===== src/rtl/ptr_pkg.sv =====
package ptr_pkg;
  localparam int WORD_W = 16;
  localparam int CHAR_W = 8;

  localparam int ERR_BIT  = 15;
  localparam int BUSY_BIT = 11;
  localparam int DONE_BIT = 7;
  localparam int IE_BIT   = 6;
  localparam int GO_BIT   = 0;

  typedef enum logic [1:0] {
    RD_IDLE  = 2'd0,
    RD_ISSUE = 2'd1,
    RD_WAIT  = 2'd2
  } rd_state_e;

  typedef enum logic [1:0] {
    SEL_NONE = 2'd0,
    SEL_CSR  = 2'd1,
    SEL_BUF  = 2'd2
  } sel_e;

  function automatic logic [WORD_W-1:0] status_word(input logic err, input logic busy,
                                                    input logic done, input logic ie);
    logic [WORD_W-1:0] w;
    w = '0;
    w[ERR_BIT]  = err;
    w[BUSY_BIT] = busy;
    w[DONE_BIT] = done;
    w[IE_BIT]   = ie;
    return w;
  endfunction

  function automatic logic [WORD_W-1:0] buffer_word(input logic [CHAR_W-1:0] ch);
    return {{(WORD_W-CHAR_W){1'b0}}, ch};
  endfunction
endpackage


===== src/rtl/ptr_decode.sv =====
module ptr_decode
  import ptr_pkg::*;
#(
  parameter int IDX_W    = 4,
  parameter int CSR_WORD = 4,
  localparam int ADDR_W  = IDX_W + 1
) (
  input  logic              bus_valid,
  input  logic              bus_write,
  input  logic              bus_byte,
  input  logic [ADDR_W-1:0] bus_addr,
  output sel_e              sel,
  output logic              nxm,
  output logic              ev_csr_wr,
  output logic              ev_buf_rd
);
  localparam logic [IDX_W-1:0] CSR_IDX = IDX_W'(CSR_WORD);
  localparam logic [IDX_W-1:0] BUF_IDX = IDX_W'(CSR_WORD + 1);

  logic [IDX_W-1:0] idx;
  logic             odd_byte;

  assign idx      = bus_addr[ADDR_W-1:1];
  assign odd_byte = bus_byte && bus_addr[0];

  always_comb begin
    sel = SEL_NONE;
    if (bus_valid) begin
      if (idx == CSR_IDX)      sel = SEL_CSR;
      else if (idx == BUF_IDX) sel = SEL_BUF;
    end
  end

  assign nxm       = bus_valid && (sel == SEL_NONE);
  assign ev_csr_wr = (sel == SEL_CSR) && bus_write && !odd_byte;
  assign ev_buf_rd = (sel == SEL_BUF) && !bus_write;

  always_comb begin
    if (bus_valid) begin
      assert_one_target_R1: assert ($onehot({nxm, sel == SEL_CSR, sel == SEL_BUF}));
    end
  end
endmodule


===== src/rtl/ptr_seq.sv =====
module ptr_seq
  import ptr_pkg::*;
#(
  parameter int CW = CHAR_W
) (
  input  logic          clk,
  input  logic          rst_n,
  input  logic          media,
  input  logic          ev_start,
  input  logic          ev_buf_rd,
  input  logic          resp_valid,
  input  logic          resp_eom,
  input  logic [CW-1:0] resp_char,
  output logic          busy,
  output logic          done,
  output logic          err,
  output logic [CW-1:0] char_q,
  output logic          strobe,
  output logic          ev_complete
);
  rd_state_e state;
  logic      ev_fail_nomedia;
  logic      ev_resp;

  assign ev_fail_nomedia = (state == RD_ISSUE) && !media && !ev_start;
  assign ev_resp         = (state == RD_WAIT) && resp_valid && !ev_start;
  assign ev_complete     = ev_fail_nomedia || ev_resp;
  assign strobe          = (state == RD_ISSUE) && media;

  always_ff @(posedge clk) begin
    if (!rst_n) begin
      state  <= RD_IDLE;
      busy   <= 1'b0;
      done   <= 1'b0;
      err    <= !media;
      char_q <= '0;
    end else begin
      if (ev_buf_rd) done <= 1'b0;
      if (ev_start) begin
        state <= RD_ISSUE;
        busy  <= 1'b1;
        done  <= 1'b0;
      end else begin
        case (state)
          RD_ISSUE: begin
            if (!media) begin
              state <= RD_IDLE;
              busy  <= 1'b0;
              err   <= 1'b1;
            end else begin
              state <= RD_WAIT;
            end
          end
          RD_WAIT: begin
            if (resp_valid) begin
              state <= RD_IDLE;
              busy  <= 1'b0;
              if (resp_eom) begin
                err <= 1'b1;
              end else begin
                err    <= 1'b0;
                done   <= 1'b1;
                char_q <= resp_char;
              end
            end
          end
          default: state <= RD_IDLE;
        endcase
      end
    end
  end

  assert_start_busy_R3: assert property (@(posedge clk) disable iff (!rst_n)
    ev_start |=> (busy && !done));
  assert_strobe_busy_R3: assert property (@(posedge clk) disable iff (!rst_n)
    strobe |-> busy);
  assert_nomedia_fail_R4: assert property (@(posedge clk) disable iff (!rst_n)
    ev_fail_nomedia |=> (err && !busy));
  assert_char_done_R5: assert property (@(posedge clk) disable iff (!rst_n)
    (ev_resp && !resp_eom) |=> (done && !err && !busy && char_q == $past(resp_char)));
  assert_eom_err_R5: assert property (@(posedge clk) disable iff (!rst_n)
    (ev_resp && resp_eom) |=> (err && !done && !busy));
endmodule


===== src/rtl/ptr_irq.sv =====
module ptr_irq (
  input  logic clk,
  input  logic rst_n,
  input  logic ev_ie_wr,
  input  logic wr_ie,
  input  logic ev_start,
  input  logic ev_buf_rd,
  input  logic ev_complete,
  input  logic err,
  input  logic done,
  output logic ie,
  output logic irq
);
  logic irq_d;

  always_comb begin
    irq_d = irq;
    if (ev_ie_wr) begin
      if (!wr_ie)                    irq_d = 1'b0;
      else if (!ie && (err || done)) irq_d = 1'b1;
    end
    if (ev_start)             irq_d = 1'b0;
    if (ev_buf_rd)            irq_d = 1'b0;
    if (ev_complete && ie)    irq_d = 1'b1;
  end

  always_ff @(posedge clk) begin
    if (!rst_n) begin
      ie  <= 1'b0;
      irq <= 1'b0;
    end else begin
      irq <= irq_d;
      if (ev_ie_wr) ie <= wr_ie;
    end
  end

  assert_irq_cause_R6: assert property (@(posedge clk) disable iff (!rst_n)
    $rose(irq) |-> $past(ev_complete || ev_ie_wr));
  assert_ie_clear_R9: assert property (@(posedge clk) disable iff (!rst_n)
    (ev_ie_wr && !wr_ie && !ev_complete) |=> !irq);
  assert_bufrd_clear_R7: assert property (@(posedge clk) disable iff (!rst_n)
    (ev_buf_rd && !ev_complete) |=> !irq);
  assert_start_clear_R3: assert property (@(posedge clk) disable iff (!rst_n)
    ev_start |=> !irq);
endmodule


===== src/rtl/ptr_reader_if.sv =====
module ptr_reader_if
  import ptr_pkg::*;
#(
  parameter int IDX_W    = 4,
  parameter int CSR_WORD = 4,
  localparam int ADDR_W  = IDX_W + 1
) (
  input  logic              clk,
  input  logic              rst_n,
  input  logic              bus_valid,
  input  logic              bus_write,
  input  logic              bus_byte,
  input  logic [ADDR_W-1:0] bus_addr,
  input  logic [15:0]       bus_wdata,
  output logic [15:0]       bus_rdata,
  output logic              bus_nxm,
  input  logic              rdr_media,
  output logic              rdr_strobe,
  input  logic              rdr_resp_valid,
  input  logic              rdr_resp_eom,
  input  logic [7:0]        rdr_resp_char,
  output logic              irq
);
  sel_e        sel;
  logic        ev_csr_wr;
  logic        ev_buf_rd_raw;
  logic        ev_buf_rd;
  logic        ev_start;
  logic        ev_complete;
  logic        busy;
  logic        done;
  logic        err;
  logic        ie;
  logic [7:0]  char_q;

  ptr_decode #(.IDX_W(IDX_W), .CSR_WORD(CSR_WORD)) u_decode (
    .bus_valid (bus_valid),
    .bus_write (bus_write),
    .bus_byte  (bus_byte),
    .bus_addr  (bus_addr),
    .sel       (sel),
    .nxm       (bus_nxm),
    .ev_csr_wr (ev_csr_wr),
    .ev_buf_rd (ev_buf_rd_raw)
  );

  assign ev_buf_rd = ev_buf_rd_raw;
  assign ev_start  = ev_csr_wr && bus_wdata[GO_BIT];

  ptr_seq #(.CW(CHAR_W)) u_seq (
    .clk         (clk),
    .rst_n       (rst_n),
    .media       (rdr_media),
    .ev_start    (ev_start),
    .ev_buf_rd   (ev_buf_rd),
    .resp_valid  (rdr_resp_valid),
    .resp_eom    (rdr_resp_eom),
    .resp_char   (rdr_resp_char),
    .busy        (busy),
    .done        (done),
    .err         (err),
    .char_q      (char_q),
    .strobe      (rdr_strobe),
    .ev_complete (ev_complete)
  );

  ptr_irq u_irq (
    .clk         (clk),
    .rst_n       (rst_n),
    .ev_ie_wr    (ev_csr_wr),
    .wr_ie       (bus_wdata[IE_BIT]),
    .ev_start    (ev_start),
    .ev_buf_rd   (ev_buf_rd),
    .ev_complete (ev_complete),
    .err         (err),
    .done        (done),
    .ie          (ie),
    .irq         (irq)
  );

  always_comb begin
    case (sel)
      SEL_CSR: bus_rdata = status_word(err, busy, done, ie);
      SEL_BUF: bus_rdata = buffer_word(char_q);
      default: bus_rdata = '0;
    endcase
  end

  assert_no_done_with_err_R5: assert property (@(posedge clk) disable iff (!rst_n)
    !(done && err));
  assert_nxm_quiet_R1: assert property (@(posedge clk) disable iff (!rst_n)
    bus_nxm |-> (!ev_csr_wr && !ev_buf_rd));
endmodule


===== config.mk =====
export PLATFORM = sky130hd
export DESIGN_NAME = ptr_reader_if
export DESIGN_NICKNAME = d
export VERILOG_FILES = /design/src/rtl/ptr_pkg.sv /design/src/rtl/ptr_decode.sv /design/src/rtl/ptr_seq.sv /design/src/rtl/ptr_irq.sv /design/src/rtl/ptr_reader_if.sv
export SDC_FILE = /design/constraint.sdc
export NUM_CORES = 1
export LEC_CHECK = 0
export BUFFER_PORTS_ARGS = -buffer_cell sky130_fd_sc_hd__buf_2
export CAP_MARGIN = 20
export CORE_UTILIZATION = 44
export CTS_CLUSTER_SIZE = 40
export DETAILED_ROUTE_END_ITERATION = 7
export PLACE_DENSITY = 0.84
export SYNTH_ARGS = -nofsm -noshare
export SYNTH_HDL_FRONTEND = slang
export SYNTH_SLANG_ARGS = --single-unit

===== constraint.sdc =====
create_clock -name clk -period 2.3 [get_ports clk]
set_input_delay 0.115 -clock clk [delete_from_list [all_inputs] [get_ports clk]]
set_output_delay 0.115 -clock clk [all_outputs]
set_load 0.05 [all_outputs]

==> impl_results.md, run 1 <==
- Worst path slowest cell: dfxtp_1
- Total global-route track usage: 19.45%
- Seq pwr share: 54.6%
- #FFs+latches synth: 15
- Pwr dens: 475.0 nW/um^2
- Type of the worst min-delay path: input pin to flop
- Final net count: 173
- DR DRC count: 0
- Clock sinks: 15
- Status: finished clean
- Total Power: 0.4838 mW
- CP max stage delay: 450 ps
- Post-synth EDFFs: 1
- DIE HEIGHT: 45.62 um
- Setup WS pre-CTS: 886.9 ps
- Cell variety after synth: 32
- # setup viols final: 0
- H-tree Lvls: 1
- Clock Tree Buf Depth: 2
- Cell Area, Synth: 837.1 sq um
- Final hold violations: 0
- Post-CTS Setup Inserts: 0
- Initial DRT Pass Iterations: 4
- # diodes: 0
- Fin area: 1018 sq um
- Logic pwr share: 15.3%
- Avg Inst Size Synth: 8.288 sq um
- Core ar.: 1745 sq um
- Met1 usage: 23.15%
- Switch share: 27.21%
- Ys flop type: dfxtp_1
- Cell-internal power: 0.3522 mW
- Pins Over Slew Limit: 0
- Hold endpoint: u_seq.char_q[3]
- Footprint of the multi-input gates: 452.9 sq um
- HP Start: rdr_resp_char[3]
- Fill count: 177
- Clock Pin Slew Worst Setup and Hold Paths: 90 ps
- Number of antenna-violating nets in the routed design: 0
- Cell depth of the worst hold path: 3
- Fin crit share: 59.58%
- Crit start category: flop
- First-pass GRT wire length: 2877 um
- Crit path launch: u_seq.state[1]
- Final cell count without fillers: 160
- Crit path arrival time: 1570 ps
- Worst Clk Skew: 6.295 ps
- Synth warn: 0
- CTS Buf Count: 3
- Top Ports: 56
- Clk root buf: clkbuf_4
- Sequential cell area fraction in the yosys report: 37.07%
- Clk_lat worst skew: 280 ps
- Worst r2r path cells: 4
- Initial antenna violation count: 0
- Via count: 813
- P_sw: 0.1316 mW
- Total congestion overflow: 0
- Static Leak: 0.4909 nW
- Wire length per cell: 11.75 um
- Clock share of power: 30.1%
- Rows: 15
- Die area: 2081 sq um
- Hpwl dp: 1427 um
- Maximum clock rate: 729.8 MHz
- GP Congestion: 0.7225
- Met2 Usage GRT: 34.29%
- Largest net degree at the start of global routing: 23
- IO Port Bufs: 35
- CP max FO: 16
- Setup tns final: 0 ps
- Die Width: 45.62 um
- Routing usage on met3: 2.381%
- TritonCTS clock tree: built
- Reg area: 310.3 sq um
- Area grow syn2layout: 21.67%
- R2R Setup Slk: 930 ps
- DRT Wirelength: 1880 um
- Number of global-route vias before repair: 716
- Minimum clock period: 1370 ps
- R2R Path Start: u_seq.state[1]
- Vias per Instance: 5.081
- Cts hold-fix bufs: 0
- Critical path endpoint category: flop
- Final WS setup: 929.7 ps
- Crit path kind: flop to flop
- Crit-path cells: nand4bb_2 -> a41oi_4 -> nand3_1 -> o21ai_1
- Resize count post-CTS: 0
- RSZ-0062 raised after global routing: false
- Post-synth ARST share: 0%
- Layout cells sized above 1: 31.11%
- Cells after synthesis: 101
- Placed Instance Area: 992.2 sq um
- Iteration-0 DRC Markers: 10
- Gr busiest metal: met2
- Inst Count DP: 156
- Worst IR Drop VDD: 0.3763 mV
- Initial Util: 47.96%
- Max-cap violations: 0
- Required @ worst endpoint: 2500 ps
- Reg-to-reg critical path endpoint: u_seq.char_q[5]
==> cells in the final DEF (no fill, tap or decap), types with 2 or more instances in the layout <==
master	synthesis	final
nand3_1	8	8
nand4_1	2	2
buf_2	2	35
conb_1	1	6
a22o_1	2	2
nand2_1	13	13
clkbuf_4	0	3
dfxtp_1	14	14
mux2i_1	2	2
and3_1	10	10
and2_1	2	2
nor2_1	6	6
o21ai_1	5	5
inv_1	6	6
o21ai_0	5	5
==> synth_stat cells (5+ instances only) <==
cell type,instances,area share [%]
o21ai_1,5,3.0
inv_1,6,2.7
buf_4,6,5.4
dfxtp_1,14,33
nor2_1,6,2.7
o21ai_0,5,3.0
and3_1,10,7.5
nand3_1,8,4.8
nand2_1,13,5.8
==> through the flow <==
step	util, %	hold slack, ps
after floorplan	-	245.4
after global placement	56.85	329.1
after detailed placement	56.85	339.5
after CTS	58.35	49.11
after global routing	58.35	53.05
final	58.35	50.81
==> critical path, delay by kind of cell (launching register included) <==
kind	cells	cell delay [ps]
flip-flops	1	450
AND/OR/NAND/NOR	2	320
AO/OA/AOI/OAI	2	540
==> logic make-up (layout without fill, tap and decap cells) <==
kind of cell           Yosys count  in the layout  share of synthesized area [%]
AOI/OAI and AO/OA               20             20                          17.79
DFF                             15             15                          37.07
and+or+nand+nor                 47             47                          31.24
buffers and inverters           16             45                          11.06
muxes                            2              2                          2.392
other                            1              6                         0.4480
==> worst max path at each step <==
stage | endpoint | depth (start not counted)
floorplan | bus_rdata[0] | 3
global placement | u_seq.err | 5
detailed placement | u_seq.err | 5
CTS | u_seq.char_q[5] | 4
global route | u_seq.char_q[5] | 4
finish | u_seq.char_q[5] | 4
==> state kept, by name, indices dropped and copies added (netlist names) <==
name and flops:
u_irq.irq 1, u_seq.busy 1, u_irq.ie 1, u_seq.state 2, u_seq.char_q 8, u_seq.done 1
u_seq.err 1
==> cell type report <==
cell class | count | share of cell area (%)
sequential | 15 | 30.47
multi-input combinational | 75 | 44.47
timing repair buffer | 35 | 17.20
clock buffer | 4 | 2.580
tap | 25 | 3.071
inverter | 6 | 2.211
==> power by group through the flow <==
stage	Clock, mW	Sequential (mW)	Combinational, mW
after floorplan	0	0.270	0.0539
after global placement	0	0.270	0.0717
after detailed placement	0	0.270	0.0733
after CTS	0.148	0.264	0.0735
after global routing	0.161	0.264	0.0781
final	0.146	0.264	0.0740
==> metal layers <==
layer	up-vias	part of all wire, %
li1	411	-
met1	371	43
met2	29	51
met3	2	5.3
met4	0	0.90
met5	-	0
(Power assumes the default switching activity.)
==> run 2: changes to the inputs <==
- CORE_UTILIZATION: 44 -> 40
- PLACE_DENSITY: 0.84 -> 0.77
- clock period: 2.3 -> 1.4 ns (I/O delays scaled with it)
==> run 2 against run 1 <==
  * Combinational power grew 70%
  * Sequential share of layout area shrank 0.93 points
  * Maximum frequency up 8.0%
  * Largest cell class unchanged
  * Largest power group unchanged
  * Register-to-register slack lost 800 ps
  * Critical endpoint is now u_seq.char_q[7]
  * Clock-buffer cell count unchanged
  * Highest routed layer is now met3
  * Cell count rose by 3.8%
  * Die area rose by 9.6%
  * Core utilization shrank 4.6 points
==> impl_results.md, run 2 (same netlist as run 1, synthesis figures left out) <==
- Status: finished clean
- P_sw: 0.2200 mW
- Worst Clk Skew: 0.2108 ps
- Critical path endpoint category: flop
- Final cell count without fillers: 166
- Clk root buf: clkbuf_4
- Clock Pin Slew Worst Setup and Hold Paths: 90 ps
- Die area: 2280 sq um
- Crit path arrival time: 1480 ps
- Initial Util: 42.67%
- Clk_lat worst skew: 280 ps
- R2R Path Start: u_seq.state[0]
- Required @ worst endpoint: 1610 ps
- Inst Count DP: 161
- Pins Over Slew Limit: 0
- IO Port Bufs: 35
- Reg-to-reg critical path endpoint: u_seq.char_q[7]
- Layout cells sized above 1: 33.09%
- Maximum clock rate: 788.3 MHz
- Area grow syn2layout: 26.01%
- Hold endpoint: u_seq.char_q[0]
- Final hold violations: 0
- First-pass GRT wire length: 2967 um
- # setup viols final: 0
- Wire length per cell: 11.71 um
- Seq pwr share: 54.1%
- Total Power: 0.8032 mW
- Largest net degree at the start of global routing: 23
- Fin area: 1055 sq um
- Cell-internal power: 0.5832 mW
- Crit-path cells: nand4bb_2 -> a41oi_4 -> buf_4 -> nand3_1 -> o21ai_1
- Clock Tree Buf Depth: 2
- CP max stage delay: 340 ps
- Setup WS pre-CTS: 101.1 ps
- Rows: 16
- Hold_ws: 4.334 ps
- Core ar.: 1962 sq um
- Number of global-route vias before repair: 739
- Worst path slowest cell: dfxtp_1
- Commonest non-fill, non-tap cell in the layout: buf_2
- GP Congestion: 0.7814
- Fin crit share: 90.61%
- Placed Instance Area: 1017 sq um
- Total congestion overflow: 0
- Fill count: 208
- # diodes: 0
- CP max FO: 16
- Top flop regs: u_seq.char_q: 8 flops, u_seq.state: 2 flops
- Crit path kind: flop to flop
- Initial antenna violation count: 0
- Switch share: 27.39%
- Type of the worst min-delay path: input pin to flop
- Vias per Instance: 4.940
- TritonCTS clock tree: built
- Initial DRT Pass Iterations: 3
- Worst IR Drop VDD: 0.4888 mV
- Setup tns final: 0 ps
- Core Util, Final: 53.76%
- Cell depth of the worst hold path: 3
- Logic pwr share: 15.7%
- HP Start: rdr_resp_char[0]
- H-tree Lvls: 1
- DR DRC count: 0
- DIE HEIGHT: 47.75 um
- Crit start category: flop
- DRT Wirelength: 1944 um
- Number of antenna-violating nets in the routed design: 0
- Final net count: 177
- RSZ-0062 raised after global routing: false
- Most flops, register: u_seq.char_q
- Minimum clock period: 1269 ps
- Static Leak: 0.5113 nW
- Iteration-0 DRC Markers: 19
- CTS Buf Count: 3
- Via count: 820
- R2R Setup Slk: 130 ps
- Hpwl dp: 1472 um
- Clock share of power: 30.2%
- Max-cap violations: 0
- Final WS setup: 131.5 ps
- Post-CTS Setup Inserts: 0
- Max reg flops: 8
- Total global-route track usage: 19.08%
- Die Width: 47.75 um
- Worst r2r path cells: 5
- Commonest cells after routing, fill and taps aside: 35 x buf_2, 13 x nand2_1, 13 x dfxtp_1, 10 x and3_1, 8 x nand3_1
- Top Ports: 56
- Clock sinks: 15
- Pwr dens: 761.5 nW/um^2
[run 2: final cells by class]
cell class / count / area, sq um / share of cell area [%]
multi-input cells: 75 / 452.9 / 42.94
well taps: 27 / 33.78 / 3.203
inverters: 6 / 22.52 / 2.135
clock buffers: 4 / 26.28 / 2.491
repair buffers: 39 / 207.7 / 19.69
flip-flops and latches: 15 / 311.5 / 29.54
[run 2: worst max-delay path, delay by kind of cell (launching register included)]
kind | cells | cell delay (ps)
simple gates | 2 | 360
flops | 1 | 340
compound gates | 2 | 290
buf+inv | 1 | 220
[run 2: how the worst max path moves through the flow]
stage	startpoint	endpoint	slack (ps)
detailed placement	bus_addr[2]	u_seq.err	100
global placement	bus_addr[2]	u_seq.err	110
global route	u_seq.state[0]	u_seq.char_q[3]	30
floorplan	u_seq.state[0]	u_seq.char_q[6]	230
finish	u_seq.state[0]	u_seq.char_q[7]	130
CTS	u_seq.state[1]	u_seq.char_q[7]	120
[run 2: what timing repair did]
| action | in CTS | in global routing |
|---|---|---|
| resized for setup | 0 | 1 |
| hold buffers | 1 | 0 |
| endpoints found under the hold margin | 1 | 0 |
| setup endpoints to repair | 0 | 2 |
[run 2: metal layers]
| layer | vias to the layer above | global-route usage (%) | share of wire, % |
|---|---|---|---|
| met1 | 371 | 22.12 | 48 |
| li1 | 420 | - | - |
| met4 | 0 | 6.667 | 0 |
| met5 | - | 0 | 0 |
| met3 | 0 | 5.660 | 4.1 |
| met2 | 29 | 33.24 | 48 |
[run 2: power by group through the flow]
stage	clock (mW)	combinational [mW]	sequential [mW]
final	0.243	0.126	0.434
after global routing	0.275	0.138	0.434
after detailed placement	0	0.124	0.444
after CTS	0.251	0.126	0.434
after global placement	0	0.121	0.444
after floorplan	0	0.0885	0.444
==> run 3: changes to the inputs <==
--- a/config.mk
+++ b/config.mk
@@ -8,9 +8,10 @@
 export BUFFER_PORTS_ARGS = -buffer_cell sky130_fd_sc_hd__buf_2
 export CAP_MARGIN = 20
-export CORE_UTILIZATION = 40
+export CORE_UTILIZATION = 42
 export CTS_CLUSTER_SIZE = 40
 export DETAILED_ROUTE_END_ITERATION = 7
-export PLACE_DENSITY = 0.77
+export PLACE_DENSITY = 0.82
 export SYNTH_ARGS = -nofsm -noshare
 export SYNTH_HDL_FRONTEND = slang
+export SYNTH_HIERARCHICAL = 1
 export SYNTH_SLANG_ARGS = --single-unit
==> constraint.sdc (replaced) <==
create_clock -name clk -period 1.4 [get_ports clk]
set_input_delay 0.28 -clock clk [delete_from_list [all_inputs] [get_ports clk]]
set_output_delay 0.28 -clock clk [all_outputs]
set_load 0.05 [all_outputs]
==> run 3 against run 2 <==
  * The flow now finishes with violations (negative setup slack)
  * Worst hold slack improved by 230 ps
  * Global-route usage grew 0.40 points
  * Synthesized area grew 8.2%
  * Total power grew 2.4%
  * Clock skew increased by 6.0 ps
  * Combinational power rose by 16%
  * Largest power group unchanged
  * Setup slack got worse by 470 ps
==> impl_results.md, run 3 <==
- Status: complete, but fails checks
- Failing checks: negative setup slack
- Commonest cells after routing, fill and taps aside: 22 x buf_2, 16 x nand2_1, 13 x dfxtp_1, 11 x buf_4
- Minimum clock period: 1736 ps
- Via count: 840
- Initial DRT Pass Iterations: 4
- Cells after synthesis: 102
- GP Congestion: 0.7321
- Sequential cell area fraction in the yosys report: 34.25%
- Iteration-0 DRC Markers: 19
- First-pass GRT wire length: 3491 um
- Fin crit share: 124.0%
- H-tree Lvls: 1
- Avg Inst Size Synth: 8.881 sq um
- Area grow syn2layout: 50.97%
- # setup viols final: 25
- Wire length per cell: 11.72 um
- Post-synth top area share: 30.94%
- Max reg flops: 8
- Rows: 16
- Final hold violations: 0
- Initial antenna violation count: 0
- Synth warn: 6
- Dominant cell type by area after synthesis: dfxtp_1
- Post-synth ARST share: 0%
- Total congestion overflow: 0
- Hold endpoint: u_seq/char_q[5]
- Vias per Instance: 4.773
- Pins Over Slew Limit: 0
- Worst r2r path cells: 3
- Crit start category: input pin
- Fin area: 1368 sq um
- Ys flop type: dfxtp_1
- Final net count: 189
- Max-cap violations: 0
- Total global-route track usage: 19.48%
- Clock Pin Slew Worst Setup and Hold Paths: 90 ps
- Largest family of logic cells by synthesized area: simple AND/OR/NAND/NOR gates
- Die Width: 48.44 um
- DIE HEIGHT: 48.44 um
- Top flop regs: u_seq/char_q: 8 flops, u_seq/state: 2 flops
- Clock sinks: 15
- Clk_lat worst skew: 280 ps
- Die area: 2346 sq um
- CP max FO: 3
- Final cell count without fillers: 176
- Worst Clk Skew: 6.226 ps
- Hpwl dp: 1561 um
- Post-Synth Adder-Cell Area: 2.762%
- TritonCTS clock tree: built
- Cell variety after synth: 32
- Cell Area, Synth: 905.9 sq um
- Critical path endpoint category: primary output
- Pwr dens: 601.3 nW/um^2
- Clk root buf: clkbuf_4
- Core ar.: 2002 sq um
- Clock Tree Buf Depth: 2
- Most area-consuming cells after synthesis: dfxtp_1 31%, mux2i_1 11%, nand2_1 6.6%
- Count leader, synth: nand2_1
- Type of the worst min-delay path: input pin to flop
- #FFs+latches synth: 15
- DRT Wirelength: 2063 um
- R2R Setup Slk: 110 ps
- Synth Area in Simple Gates: 33.01%
- Static Leak: 0.5740 nW
- Cts hold-fix bufs: 0
- Post-synthesis mux area share: 11.05%
- Inst Count DP: 169
- Layout cells sized above 1: 51.01%
- Required @ worst endpoint: 1120 ps
- Cell depth of the worst hold path: 3
- IO Port Bufs: 35
- DR DRC count: 0
- Number of antenna-violating nets in the routed design: 0
- Placed Instance Area: 1204 sq um
- Final WS setup: -335.9 ps
- Reg-to-reg critical path endpoint: u_seq/err
- CTS Buf Count: 3
- HP Start: rdr_resp_char[5]
- RSZ-0062 raised after global routing: true
- Initial Util: 45.25%
- Setup WS pre-CTS: -489.0 ps
- Top Ports: 56
- Number of global-route vias before repair: 840
- Worst IR Drop VDD: 0.5761 mV
- Largest net degree at the start of global routing: 25
- Synth Area in Compound Gates: 10.22%
- Crit path arrival time: 1460 ps
- # diodes: 0
- R2R Path Start: u_seq/state[1]
- Crit path kind: input pin to primary output
- Post-synthesis xor/xnor area fraction: 0%
- Post-synth top cells: 16 x nand2_1, 14 x dfxtp_1, 10 x mux2i_1, 8 x nor2_1
- Commonest non-fill, non-tap cell in the layout: buf_2
- Post-synth EDFFs: 1
- Maximum clock rate: 576.1 MHz
- Most flops, register: u_seq/char_q
-- run 3: critical path: stages --
cell and delay [ps]:
buf_6 90, nand4bb_4 250, nor2_4 150, inv_2 50, ha_4 260, and3b_2 220, buf_8 150
-- run 3: how the worst max path moves through the flow --
stage                     cells past startpoint       endpoint        start  slack, ps
after floorplan                               5  bus_rdata[11]  bus_addr[4]       -250
after global placement                        8   bus_rdata[6]  bus_addr[4]       -430
after detailed placement                      8   bus_rdata[6]  bus_addr[4]       -490
after CTS                                     7  bus_rdata[15]  bus_addr[2]       -360
after global routing                          7  bus_rdata[15]  bus_addr[4]       -380
final                                         7  bus_rdata[15]  bus_addr[4]       -340
-- run 3: power breakdown --
part           internal (mW)  switching (mW)  total, mW
Combinational         0.0551          0.0911      0.146
Clock                  0.106           0.136      0.242
Sequential             0.433         0.00137      0.435
Total                  0.594           0.228      0.822
-- run 3: stage by stage --
step           setup TNS [ps]  total power [mW]  utilization, %  hold slack, ps
6_report                -4380            0.8223           68.31           237.6
5_1_grt                 -5532            0.8659           68.31           230.0
4_1_cts                 -2860            0.8293           67.19           227.5
3_5_place_dp            -7549            0.5813           60.12           457.0
3_3_place_gp            -6442            0.5766           60.12           443.0
2_1_floorplan          -959.9            0.5387               -           408.2
-- run 3: kinds of logic (layout without fill, tap and decap cells) --
logic type,after synthesis,after routing
fa+ha+maj,2,2
other cells,1,6
simple gates,50,50
flops,15,15
buf+inv,14,56
mux,10,10
compound gates,10,10
-- run 3: routing by layer --
metal | vias up | part of all wire (%) | GRT usage (%)
met5 | - | 0 | 0
met4 | 0 | 2.6 | 11.27
met3 | 8 | 5.2 | 4.088
met2 | 28 | 54 | 37.56
met1 | 380 | 38 | 18.87
li1 | 424 | - | -
-- run 3: area by class of cell --
cell class,count,area [sq um]
sequential,15,311.5
timing repair buffer,46,355.3
fill,168,634.4
multi-input combinational,78,616.8
clock inverter,1,5.005
inverter,6,22.52
clock buffer,3,22.52
tap,27,33.78
-- run 3: what timing repair did --
| action | in CTS | in global routing |
|---|---|---|
| gates resized for setup | 31 | 2 |
| setup buffers | 1 | 2 |
| pin swaps | 6 | 5 |
| setup endpoints to repair | 13 | 23 |
